==> src/rtl/ackc_pkg.sv <==
package ackc_pkg;
  localparam int unsigned ID_W = 10;
  localparam logic [ID_W-1:0] ID_NONE = '1;

  localparam logic [7:0] OFS_CTRL  = 8'h00;
  localparam logic [7:0] OFS_PMASK = 8'h04;
  localparam logic [7:0] OFS_ACK   = 8'h0C;
  localparam logic [7:0] OFS_EOI   = 8'h10;
  localparam logic [7:0] OFS_RPRI  = 8'h14;
  localparam logic [7:0] OFS_HPEND = 8'h18;

  typedef enum logic [1:0] {ST_IDLE, ST_POP, ST_WALK, ST_SPLICE} walk_st_e;
endpackage

==> src/rtl/ackc_link_ram.sv <==
module ackc_link_ram #(
  parameter int unsigned DEPTH = 64,
  parameter int unsigned DW    = 19,
  localparam int unsigned AW   = $clog2(DEPTH)
) (
  input  logic          clk,
  input  logic          we,
  input  logic [AW-1:0] waddr,
  input  logic [DW-1:0] wdata,
  input  logic [AW-1:0] raddr,
  output logic [DW-1:0] rdata
);
  logic [DW-1:0] mem [DEPTH];

  always_ff @(posedge clk) begin
    if (we) mem[waddr] <= wdata;
    rdata <= mem[raddr];
  end
endmodule

==> src/rtl/ackc_select.sv <==
module ackc_select
  import ackc_pkg::*;
#(
  parameter int unsigned PRIO_W = 8
) (
  input  logic              en,
  input  logic [ID_W-1:0]   hp_id,
  input  logic [PRIO_W-1:0] hp_prio,
  input  logic [PRIO_W-1:0] pmask,
  input  logic [PRIO_W:0]   run_prio,
  output logic [ID_W-1:0]   cur_id,
  output logic              take
);
  always_comb begin
    cur_id = (en && hp_id != ID_NONE && hp_prio <= pmask) ? hp_id : ID_NONE;
    take   = (cur_id != ID_NONE) && ({1'b0, hp_prio} < run_prio);
  end
endmodule

==> src/rtl/ackc_tracker.sv <==
module ackc_tracker
  import ackc_pkg::*;
#(
  parameter int unsigned NUM_IRQ = 64,
  parameter int unsigned PRIO_W  = 8,
  parameter int unsigned AW      = 8
) (
  input  logic               clk,
  input  logic               rst,
  input  logic               req_i,
  input  logic               we_i,
  input  logic [AW-1:0]      addr_i,
  input  logic [31:0]        wdata_i,
  output logic               busy_o,
  output logic               rvalid_o,
  output logic [31:0]        rdata_o,
  input  logic [ID_W-1:0]    hp_id_i,
  input  logic [PRIO_W-1:0]  hp_prio_i,
  input  logic [NUM_IRQ-1:0] one_of_n_i,
  input  logic [NUM_IRQ-1:0] lvl_hold_i,
  output logic               irq_o,
  output logic               clr_valid_o,
  output logic [ID_W-1:0]    clr_id_o,
  output logic               clr_all_o,
  output logic               rpnd_valid_o,
  output logic [ID_W-1:0]    rpnd_id_o
);
  localparam int unsigned IX_W = $clog2(NUM_IRQ);
  localparam int unsigned LW   = ID_W + PRIO_W + 1;
  localparam logic [PRIO_W:0]   RP_NONE   = (PRIO_W+1)'(1 << PRIO_W);
  localparam logic [PRIO_W-1:0] PMASK_RST = PRIO_W'(8'hF0);
  localparam logic [ID_W-1:0]   ID_LIMIT  = ID_W'(NUM_IRQ);
  localparam logic [IX_W:0]     STEP_MAX  = (IX_W+1)'(NUM_IRQ - 1);

  walk_st_e          st_q;
  logic              ctrl_q;
  logic [PRIO_W-1:0] pmask_q;
  logic [ID_W-1:0]   run_id_q, cur_q, eid_q;
  logic [PRIO_W:0]   run_prio_q;
  logic [IX_W:0]     steps_q;

  logic              ram_we;
  logic [IX_W-1:0]   ram_wa, ram_ra;
  logic [LW-1:0]     ram_wd, rd_q;
  logic [ID_W-1:0]   rd_id;
  logic [PRIO_W:0]   rd_pri;
  logic [ID_W-1:0]   cur_id;
  logic              take, accept, eoi_ok, ack_hit;
  logic [ID_W-1:0]   eoi_id;
  logic              unused_wbits;

  assign rd_id        = rd_q[ID_W-1:0];
  assign rd_pri       = rd_q[LW-1:ID_W];
  assign busy_o       = (st_q != ST_IDLE);
  assign accept       = req_i && (st_q == ST_IDLE);
  assign eoi_id       = wdata_i[ID_W-1:0];
  assign unused_wbits = ^wdata_i[31:ID_W];
  assign eoi_ok       = accept && we_i && (addr_i == AW'(OFS_EOI)) &&
                        (eoi_id < ID_LIMIT) && (run_id_q != ID_NONE);
  assign ack_hit      = accept && !we_i && (addr_i == AW'(OFS_ACK)) && take;

  ackc_select #(.PRIO_W(PRIO_W)) u_sel (
    .en(ctrl_q), .hp_id(hp_id_i), .hp_prio(hp_prio_i), .pmask(pmask_q),
    .run_prio(run_prio_q), .cur_id(cur_id), .take(take)
  );

  ackc_link_ram #(.DEPTH(NUM_IRQ), .DW(LW)) u_link (
    .clk(clk), .we(ram_we), .waddr(ram_wa), .wdata(ram_wd),
    .raddr(ram_ra), .rdata(rd_q)
  );

  // Link table port steering: push on acknowledge, follow/splice during a walk
  always_comb begin
    ram_we = 1'b0;
    ram_wa = cur_id[IX_W-1:0];
    ram_wd = {run_prio_q, run_id_q};
    ram_ra = run_id_q[IX_W-1:0];
    unique case (st_q)
      ST_IDLE:   ram_we = ack_hit;
      ST_WALK:   ram_ra = (rd_id == eid_q) ? eid_q[IX_W-1:0] : rd_id[IX_W-1:0];
      ST_SPLICE: begin
        ram_we = 1'b1;
        ram_wa = cur_q[IX_W-1:0];
        ram_wd = rd_q;
      end
      default: ;
    endcase
  end

  always_ff @(posedge clk) begin
    if (rst) begin
      st_q         <= ST_IDLE;
      ctrl_q       <= 1'b0;
      pmask_q      <= PMASK_RST;
      run_id_q     <= ID_NONE;
      run_prio_q   <= RP_NONE;
      cur_q        <= ID_NONE;
      eid_q        <= ID_NONE;
      steps_q      <= '0;
      rvalid_o     <= 1'b0;
      rdata_o      <= '0;
      irq_o        <= 1'b0;
      clr_valid_o  <= 1'b0;
      clr_id_o     <= ID_NONE;
      clr_all_o    <= 1'b0;
      rpnd_valid_o <= 1'b0;
      rpnd_id_o    <= ID_NONE;
    end else begin
      rvalid_o     <= 1'b0;
      clr_valid_o  <= 1'b0;
      rpnd_valid_o <= 1'b0;
      irq_o        <= take;
      unique case (st_q)
        ST_IDLE: if (accept) begin
          if (!we_i) begin
            rvalid_o <= 1'b1;
            unique case (addr_i)
              AW'(OFS_CTRL):  rdata_o <= {31'b0, ctrl_q};
              AW'(OFS_PMASK): rdata_o <= 32'(pmask_q);
              AW'(OFS_RPRI):  rdata_o <= 32'(run_prio_q);
              AW'(OFS_HPEND): rdata_o <= 32'(cur_id);
              AW'(OFS_ACK): begin
                rdata_o <= take ? 32'(cur_id) : 32'(ID_NONE);
                if (take) begin
                  run_id_q    <= cur_id;
                  run_prio_q  <= {1'b0, hp_prio_i};
                  clr_valid_o <= 1'b1;
                  clr_id_o    <= cur_id;
                  clr_all_o   <= one_of_n_i[cur_id[IX_W-1:0]];
                end
              end
              default: rdata_o <= '0;
            endcase
          end else begin
            unique case (addr_i)
              AW'(OFS_CTRL):  ctrl_q  <= wdata_i[0];
              AW'(OFS_PMASK): pmask_q <= wdata_i[PRIO_W-1:0];
              AW'(OFS_EOI): if (eoi_ok) begin
                rpnd_valid_o <= lvl_hold_i[eoi_id[IX_W-1:0]];
                rpnd_id_o    <= eoi_id;
                eid_q        <= eoi_id;
                cur_q        <= run_id_q;
                steps_q      <= '0;
                st_q         <= (eoi_id == run_id_q) ? ST_POP : ST_WALK;
              end
              default: ;
            endcase
          end
        end
        ST_POP: begin
          run_id_q   <= rd_id;
          run_prio_q <= rd_pri;
          st_q       <= ST_IDLE;
        end
        ST_WALK: begin
          steps_q <= steps_q + 1'b1;
          if (rd_id == ID_NONE || steps_q == STEP_MAX) st_q <= ST_IDLE;
          else if (rd_id == eid_q)                     st_q <= ST_SPLICE;
          else                                         cur_q <= rd_id;
        end
        ST_SPLICE: st_q <= ST_IDLE;
        default:   st_q <= ST_IDLE;
      endcase
    end
  end

  AST_CLR_MATCHES_READ: assert property (@(posedge clk) disable iff (rst)
    clr_valid_o |-> (rvalid_o && rdata_o == 32'(clr_id_o)));
  AST_IDLE_PRIO: assert property (@(posedge clk) disable iff (rst)
    (run_id_q == ID_NONE) |-> (run_prio_q == RP_NONE));
  AST_WALK_KEEPS_RUN: assert property (@(posedge clk) disable iff (rst)
    (st_q == ST_WALK) |=> (run_id_q == $past(run_id_q)));
  AST_RPND_FROM_EOI: assert property (@(posedge clk) disable iff (rst)
    rpnd_valid_o |-> $past(req_i && we_i && !busy_o));
  AST_BUSY_NO_RDATA: assert property (@(posedge clk) disable iff (rst)
    busy_o |-> !rvalid_o);
  AST_PULSES_EXCLUSIVE: assert property (@(posedge clk) disable iff (rst)
    !(clr_valid_o && rpnd_valid_o));
endmodule

==> config.mk <==
export PLATFORM = sky130hd
export DESIGN_NAME = ackc_tracker
export DESIGN_NICKNAME = d
export VERILOG_FILES = /design/src/rtl/ackc_pkg.sv /design/src/rtl/ackc_link_ram.sv /design/src/rtl/ackc_select.sv /design/src/rtl/ackc_tracker.sv
export SDC_FILE = /design/constraint.sdc
export NUM_CORES = 2
export LEC_CHECK = 0
export BUFFER_PORTS_ARGS = -buffer_cell sky130_fd_sc_hd__buf_2
export CAP_MARGIN = 0
export CORE_MARGIN = 8
export CORE_UTILIZATION = 35
export CTS_CLUSTER_SIZE = 16
export DETAILED_ROUTE_END_ITERATION = 16
export PLACE_DENSITY = 0.47
export SETUP_SLACK_MARGIN = 0.05
export SLEW_MARGIN = 20
export SYNTH_ARGS = -nofsm -noshare
export SYNTH_HDL_FRONTEND = slang
export SYNTH_SLANG_ARGS = --single-unit
==> constraint.sdc <==
create_clock -name clk -period 6.3 [get_ports clk]
set_input_delay 1.26 -clock clk [delete_from_list [all_inputs] [get_ports clk]]
set_output_delay 1.26 -clock clk [all_outputs]
set_load 0.005 [all_outputs]
Word-level counts from Yosys, hierarchy flattened:

Memory sizes are Yosys's and may differ from the RTL's. A register that Yosys moved wholly into a read port is not among the register bits.
Cells that the tools add are included.

* register bits: 100
* bits in latches: 0
* memory bits (writable): 1216
* memory bits (read-only): 0
* bits of input ports: 190
* output and inout port bits: 58
* word-level logic and storage cells: 130
* memories: 1

Memories
* u_link.mem: depth 64, width 19, read ports 1, clocked after memory_dff 1, write ports 1, line ackc_link_ram.sv:13 `logic [DW-1:0] mem [DEPTH];`

* $add $sub $neg: 1
* $mul: 0
* div/mod/pow operators: 0
* order comparisons: 5
* equality and inequality tests: 25
* shift-type cells: 0
* mux-type cells: 46
* bitwise logic cells: 6
* reductions and logical operators: 31

Operators with widths (number)
* 10-bit two-way mux: 6
* 6-bit two-way mux: 9
* 10-bit one-hot mux with 5 select lines: 1
* 9-bit two-way mux: 4
* 10-bit inequality test (second input constant): 3
* 7-bit two-way mux: 4
* 5-bit AND reduction: 5
* 8-bit by 5-bit equality test with 1-bit output (second input constant): 3
* 10-bit equality test: 2
* 10-bit one-hot mux with 2 select lines: 1
* 19-bit two-way mux: 1
* 9-bit one-hot mux with 2 select lines: 1
* 6-bit by 7-bit < comparator with 1-bit output (second input constant): 2
* 2-bit two-way mux: 7
* 2-bit inequality test (second input constant): 7
* 7-bit one-hot mux with 2 select lines: 1
* 1-bit binary-select mux with 6-bit select: 2
* 6-bit one-hot mux with 2 select lines: 1
* 1-bit logical AND: 11
* 10-bit equality test (second input constant): 1
* 10-bit by 7-bit < comparator with 1-bit output (second input constant): 1
* 8-bit by 9-bit < comparator with 1-bit output: 1
* 8-bit by 3-bit equality test with 1-bit output (second input constant): 1
* 8-bit by 4-bit equality test with 1-bit output (second input constant): 1
* 23 further kinds: 38

Depth between registers and ports, before layout:

* word-level depth: 11
* mapped depth: 15
* gate-level depth less buffers: 10

Modules after synthesis:

Synthesis repeated with hierarchy kept, for this count alone.

* cells, all modules: 2781
* area, all modules: 52984.6 um2

Modules (own cells, without submodules)
* ackc_link_ram: instances 1, cells each 2159, area an instance 47107.7 um2, seq. area each 36895.4 um2
* ackc_tracker: instances 1, cells each 555, area an instance 5371.4 um2, seq. area each 1561.5 um2
* ackc_select: instances 1, cells each 67, area an instance 505.5 um2, seq. area each 0.0 um2

Worst setup path after synthesis:

Ideal clock, no wire load.

* path kind: input port to flip-flop
* start point: input port hp_prio_i[1]
* end point: memory u_link.mem[10][0] (enable)
* library setup time: 419 ps
* arrival: 4586 ps
* required time: 5881 ps
* setup slack: 1296 ps
* stages on the path: 10
* buffers on the path: 2
* cells stage by stage: ha_1 nor2b_1 o211ai_1 a211o_2 nand3_4 or3_1 buf_2 o31a_1 buf_1 nor3_1

* cells in the longest elaborated chain, start to end: 9
* elaborated cells between the ends (all ways): 11
* those cells by class: order compare: 2; eq/ne: 1; mux: 5; reduce/logical: 3

RTL lines
* start, declared: line ackc_tracker.sv:18 `input logic [PRIO_W-1:0] hp_prio_i,`
* 8-bit less-or-equal comparator: line ackc_select.sv:15 `cur_id = (en && hp_id != ID_NONE && hp_prio <= pmask) ? hp_id : ID_NONE;`
* 1-bit logical AND: line ackc_select.sv:15
* 10-bit two-way mux: line ackc_select.sv:15
* 10-bit inequality test: line ackc_select.sv:16 `take = (cur_id != ID_NONE) && ({1'b0, hp_prio} < run_prio);`
* 1-bit logical AND: line ackc_select.sv:16
* 1-bit logical AND: line ackc_tracker.sv:60 `assign ack_hit = accept && !we_i && (addr_i == AW'(OFS_ACK)) && take;`
* 1-bit one-hot mux with 2 select lines: line ackc_tracker.sv:78 `unique case (st_q)`
* 1-bit two-way mux: line ackc_link_ram.sv:16 `if (we) mem[waddr] <= wdata;`
* 1-bit two-way mux (not written as such): line ackc_link_ram.sv:16
* end, declared: line ackc_link_ram.sv:13

Several ways; a longest one is shown, not always the timed one.

Worst setup path after layout:

* start point: input port hp_prio_i[7]
* end point: memory u_link.mem[14][9] (enable)

The elaborated chain is that of the path after synthesis.

==> run_results.csv <==
group,metric,value,unit
outcome,status,"finished, final reports clean",
grt,grt_start_max_net_pins,90,
synthesis,synth.distinct_cells,70,
pwr,switching_share,31.9,%
placement,place_ws,0.764,ns
pwr,p_comb_share,26.9,%
timing,setup_viol,0,
cells_and_area,num-fill-cells,13600,
critical_path,max_stage_delay,0.58,ns
floorplanning,coreArea,0.152,mm2
timing,skew,0.0305,ns
pwr,p_clk_share,31.7,%
synthesis,synth_compound_area_share,4.12,%
floorplanning,die_w,406,um
routing,vias_per_cell,5.40,
timing,worst-slew-pin-transition,1.07,ns
pwr,power.share.sequential,41.4,%
clock_network,cts_hold_buf,0,
synthesis,synth_area,0.0532,mm2
critical_path,path_max_fanout,19,
min_path,worstHoldPathType,"flop to flop",
timing,fmax,217,MHz
critical_path,reg2reg_slack,1.82,ns
pwr,p_per_area,398,mW/mm2
floorplanning,dieArea,0.165,mm2
timing,slew_viol_final,0,
critical_path,crit_chain,"buf_2 > ha_1 > a21oi_1 > o21ai_0 > nor2b_1 > nor3_1 > nand2b_1 > o31a_1 > buf_4 > or2_1 > nor2_2 > buf_4",
timing,fin_setup_tns,0,ns
synthesis,synth_xor_area_share,0.411,%
critical_path,worst_r2r_endpoint,"u_link.rdata[12]",
job,maxCapViolCount,0,
critical_path,worst-r2r-cell-count,10,
routing,totalWireLength,155000,um
floorplanning,die-height,406,um
clock_network,clk_pin_slew_worst_paths,0.06,ns
synthesis,synth_common_cells,"1216 x edfxtp_1, 357 x nand2_1, 312 x mux4_2",
routing,drtPass1Iterations,8,
min_path,hp-start,"clr_id_o[8]",
clock_network,postCtsSetupRepairBufs,0,
cells_and_area,fin_area,0.0618,mm2
critical_path,worstPathArrival,5.02,ns
timing,hold_ws,0.455,ns
timing,rsz0062_at_grt,"no",
placement,gp_congestion,0.916,
floorplanning,ios,248,
clock_network,cts-root-buf,"clkbuf_16",
floorplanning,rows,143,
timing,hold_viol_final,0,
grt,grt_usage,18.3,%
critical_path,critPathTopFamily,"simple AND/OR/NAND/NOR gates",
timing,post-route-period-util,73.3,%
synthesis,netlist_instances,3035,
synthesis,ys_seq_elements,1313,
synthesis,yosysSeqAreaShare,72.2,%
clock_network,cts_inserted_buffers,144,
timing,relSlewSlack,28.8,%
clock_network,cts.htree.levels,4,
clock_network,ctsResizeCount,0,
routing,ant_nets,0,
clock_network,cts.path.max_buffers,3,
synthesis,yosys.area.top_type,"edfxtp_1",
synthesis,synth-simple-area-share,6.53,%
grt,grt_pass1_wl,220000,um
synthesis,synth.area.mux_share,14.2,%
critical_path,path_buf_inv,3,
synthesis,synth_edf_count,1216,
routing,drc_errors,0,
critical_path,timing.rr.start,"st_q[0]",
routing,post_drt_wl_per_cell,28.3,um
timing,setup_ws,1.68,ns
pwr,internal-power,0.0167,W
critical_path,critPathRequiredTime,6.71,ns
synthesis,async_flop_share,0,%
critical_path,end_kind,"flop",
cells_and_area,drive_above_1_share,27.3,%
min_path,hold_path_depth,1,
routing,drt-initial-drc-count,2722,
synthesis,synth_top_area_share,68.6,%
grt,grt_antenna_before_repair,3,
pwr,ir_worst_vdd,213,uV
routing,vias,29500,
pwr,switchingPower,0.00785,W
placement,hpwl,95000,um
synthesis,ys.flop_type,"edfxtp_1",
clock_network,cts.sinks,1313,
critical_path,cp_slowest_cell,"nor3_1",
clock_network,cts_tree,"yes",
grt,grt_pass1_vias,30300,
synthesis,synthAdderAreaFrac,0.470,%
synthesis,yosysWarnings,0,
cells_and_area,final_nets,3550,
min_path,worstHoldEndpoint,"clr_id_o[8]",
cells_and_area,syn_to_final_growth,16.1,%
grt,overflow,0,
critical_path,startpoint_type,"input port",
critical_path,critPathKind,"input port to flop",
synthesis,synth_top_family_by_area,"multiplexers",
pwr,p_leak,19.6,nW
floorplanning,initial_utilization,35.1,%
placement,portBuffers,203,
synthesis,synth_most_common_cell,"edfxtp_1",
placement,placed_cell_area,0.0575,mm2
synthesis,synth_area_leaders,"edfxtp_1 69%, mux4_2 13%, dfxtp_1 3.6%",
critical_path,crit_top_cell,"buf_4",
timing,finalCriticalPeriod,4.62,ns
synthesis,synth_area_per_cell,17.5,um2
clock_network,clk_latency,0.76,ns
[through the flow]
| step | utilization, % | instances | power, W |
|---|---|---|---|
| after floorplan | - | 3056 | 0.0141 |
| after global placement | 37.9 | 5222 | 0.0169 |
| after detailed placement | 38.0 | 5223 | 0.0170 |
| after CTS | 40.8 | 5463 | 0.0248 |
| after global routing | 40.8 | 5464 | 0.0255 |
| final | 40.8 | 5469 | 0.0246 |
[flip-flops by register name, indices dropped and copies added (netlist names), 2 cells and up]
name	flops
eid_q	10
rdata_o	10
run_id_q	10
cur_q	6
st_q	2
clr_id_o	10
run_prio_q	9
steps_q	7
u_link.rdata	19
pmask_q	8
u_link.mem	1216
[placed cells by master (no fill, tap or decap), drive strengths merged, types with 6 or more instances in the layout]
cell type / count
clkbuf: 180
a32oi: 6
a211o: 36
nand4: 10
or3: 8
mux2i: 33
a31oi: 22
ha: 20
nand2: 357
clkinv: 46
dfxtp: 97
mux2: 18
nor4: 9
a21o: 12
mux4: 312
conb: 22
nand3b: 6
o21ai: 42
nand2b: 16
and2: 21
and3: 22
a311oi: 31
a211oi: 54
a311o: 14
nor3: 39
a21oi: 40
buf: 337
edfxtp: 1216
a22oi: 8
or2: 8
inv: 44
nand3: 134
nor2b: 14
nor2: 125
xor2: 22
[worst reg2reg max path, cell delays in order, from the launching register on]
cell and delay [ns]:
dfxtp_1 0.34, inv_1 0.09, ha_2 0.58, mux2i_4 0.39, buf_4 0.33, buf_4 0.65, mux4_2 0.64, nand2_1 0.09
a311oi_1 0.17, a31oi_1 0.72, a21oi_1 0.29
[final cells by class]
class	count	area [um2]	area share, %
flip-flops and latches	1313	38500	62.2
diodes	5	12.5	0.0202
repair buffers	338	2200	3.55
clock inverters	61	427	0.690
inverters	37	139	0.225
well taps	2030	2540	4.11
multi-input cells	1506	14200	23.0
clock buffers	179	3850	6.23
[how the worst max path moves through the flow]
stage | endpoint | depth (start not counted) | slack, ns | start
floorplan | u_link.mem[10][0] | 10 | 1.30 | hp_prio_i[1]
global placement | u_link.mem[12][11] | 10 | 0.60 | hp_prio_i[7]
detailed placement | u_link.mem[29][14] | 10 | 0.76 | hp_prio_i[7]
CTS | u_link.rdata[12] | 10 | 1.37 | st_q[0]
global route | u_link.rdata[12] | 10 | 1.63 | st_q[0]
finish | u_link.mem[14][9] | 12 | 1.68 | hp_prio_i[7]
[power by group through the flow]
stage	Sequential, W	Combinational (W)	Clock, W
2_1_floorplan	0.0103	0.00378	0
3_3_place_gp	0.0104	0.00659	0
3_5_place_dp	0.0104	0.00665	0
4_1_cts	0.0102	0.00667	0.00799
5_1_grt	0.0102	0.00699	0.00828
6_report	0.0102	0.00661	0.00781
[cell families after synthesis]
kind of cell,count (synthesis)
AOI/OAI and AO/OA,300
xor gates and xnor gates,25
adders and majority gates,20
buffers and inverters,237
DFF,1313
muxes,363
other,1
and+or+nand+nor,776
[metal layers]
metal	GRT usage, %	vias up	routed length (um)
li1	-	12700	-
met1	25.6	15500	67600
met2	29.7	1084	73200
met3	3.23	194	10200
met4	5.06	0	3630
met5	0	-	0
Power figures use the tool's default switching activity.
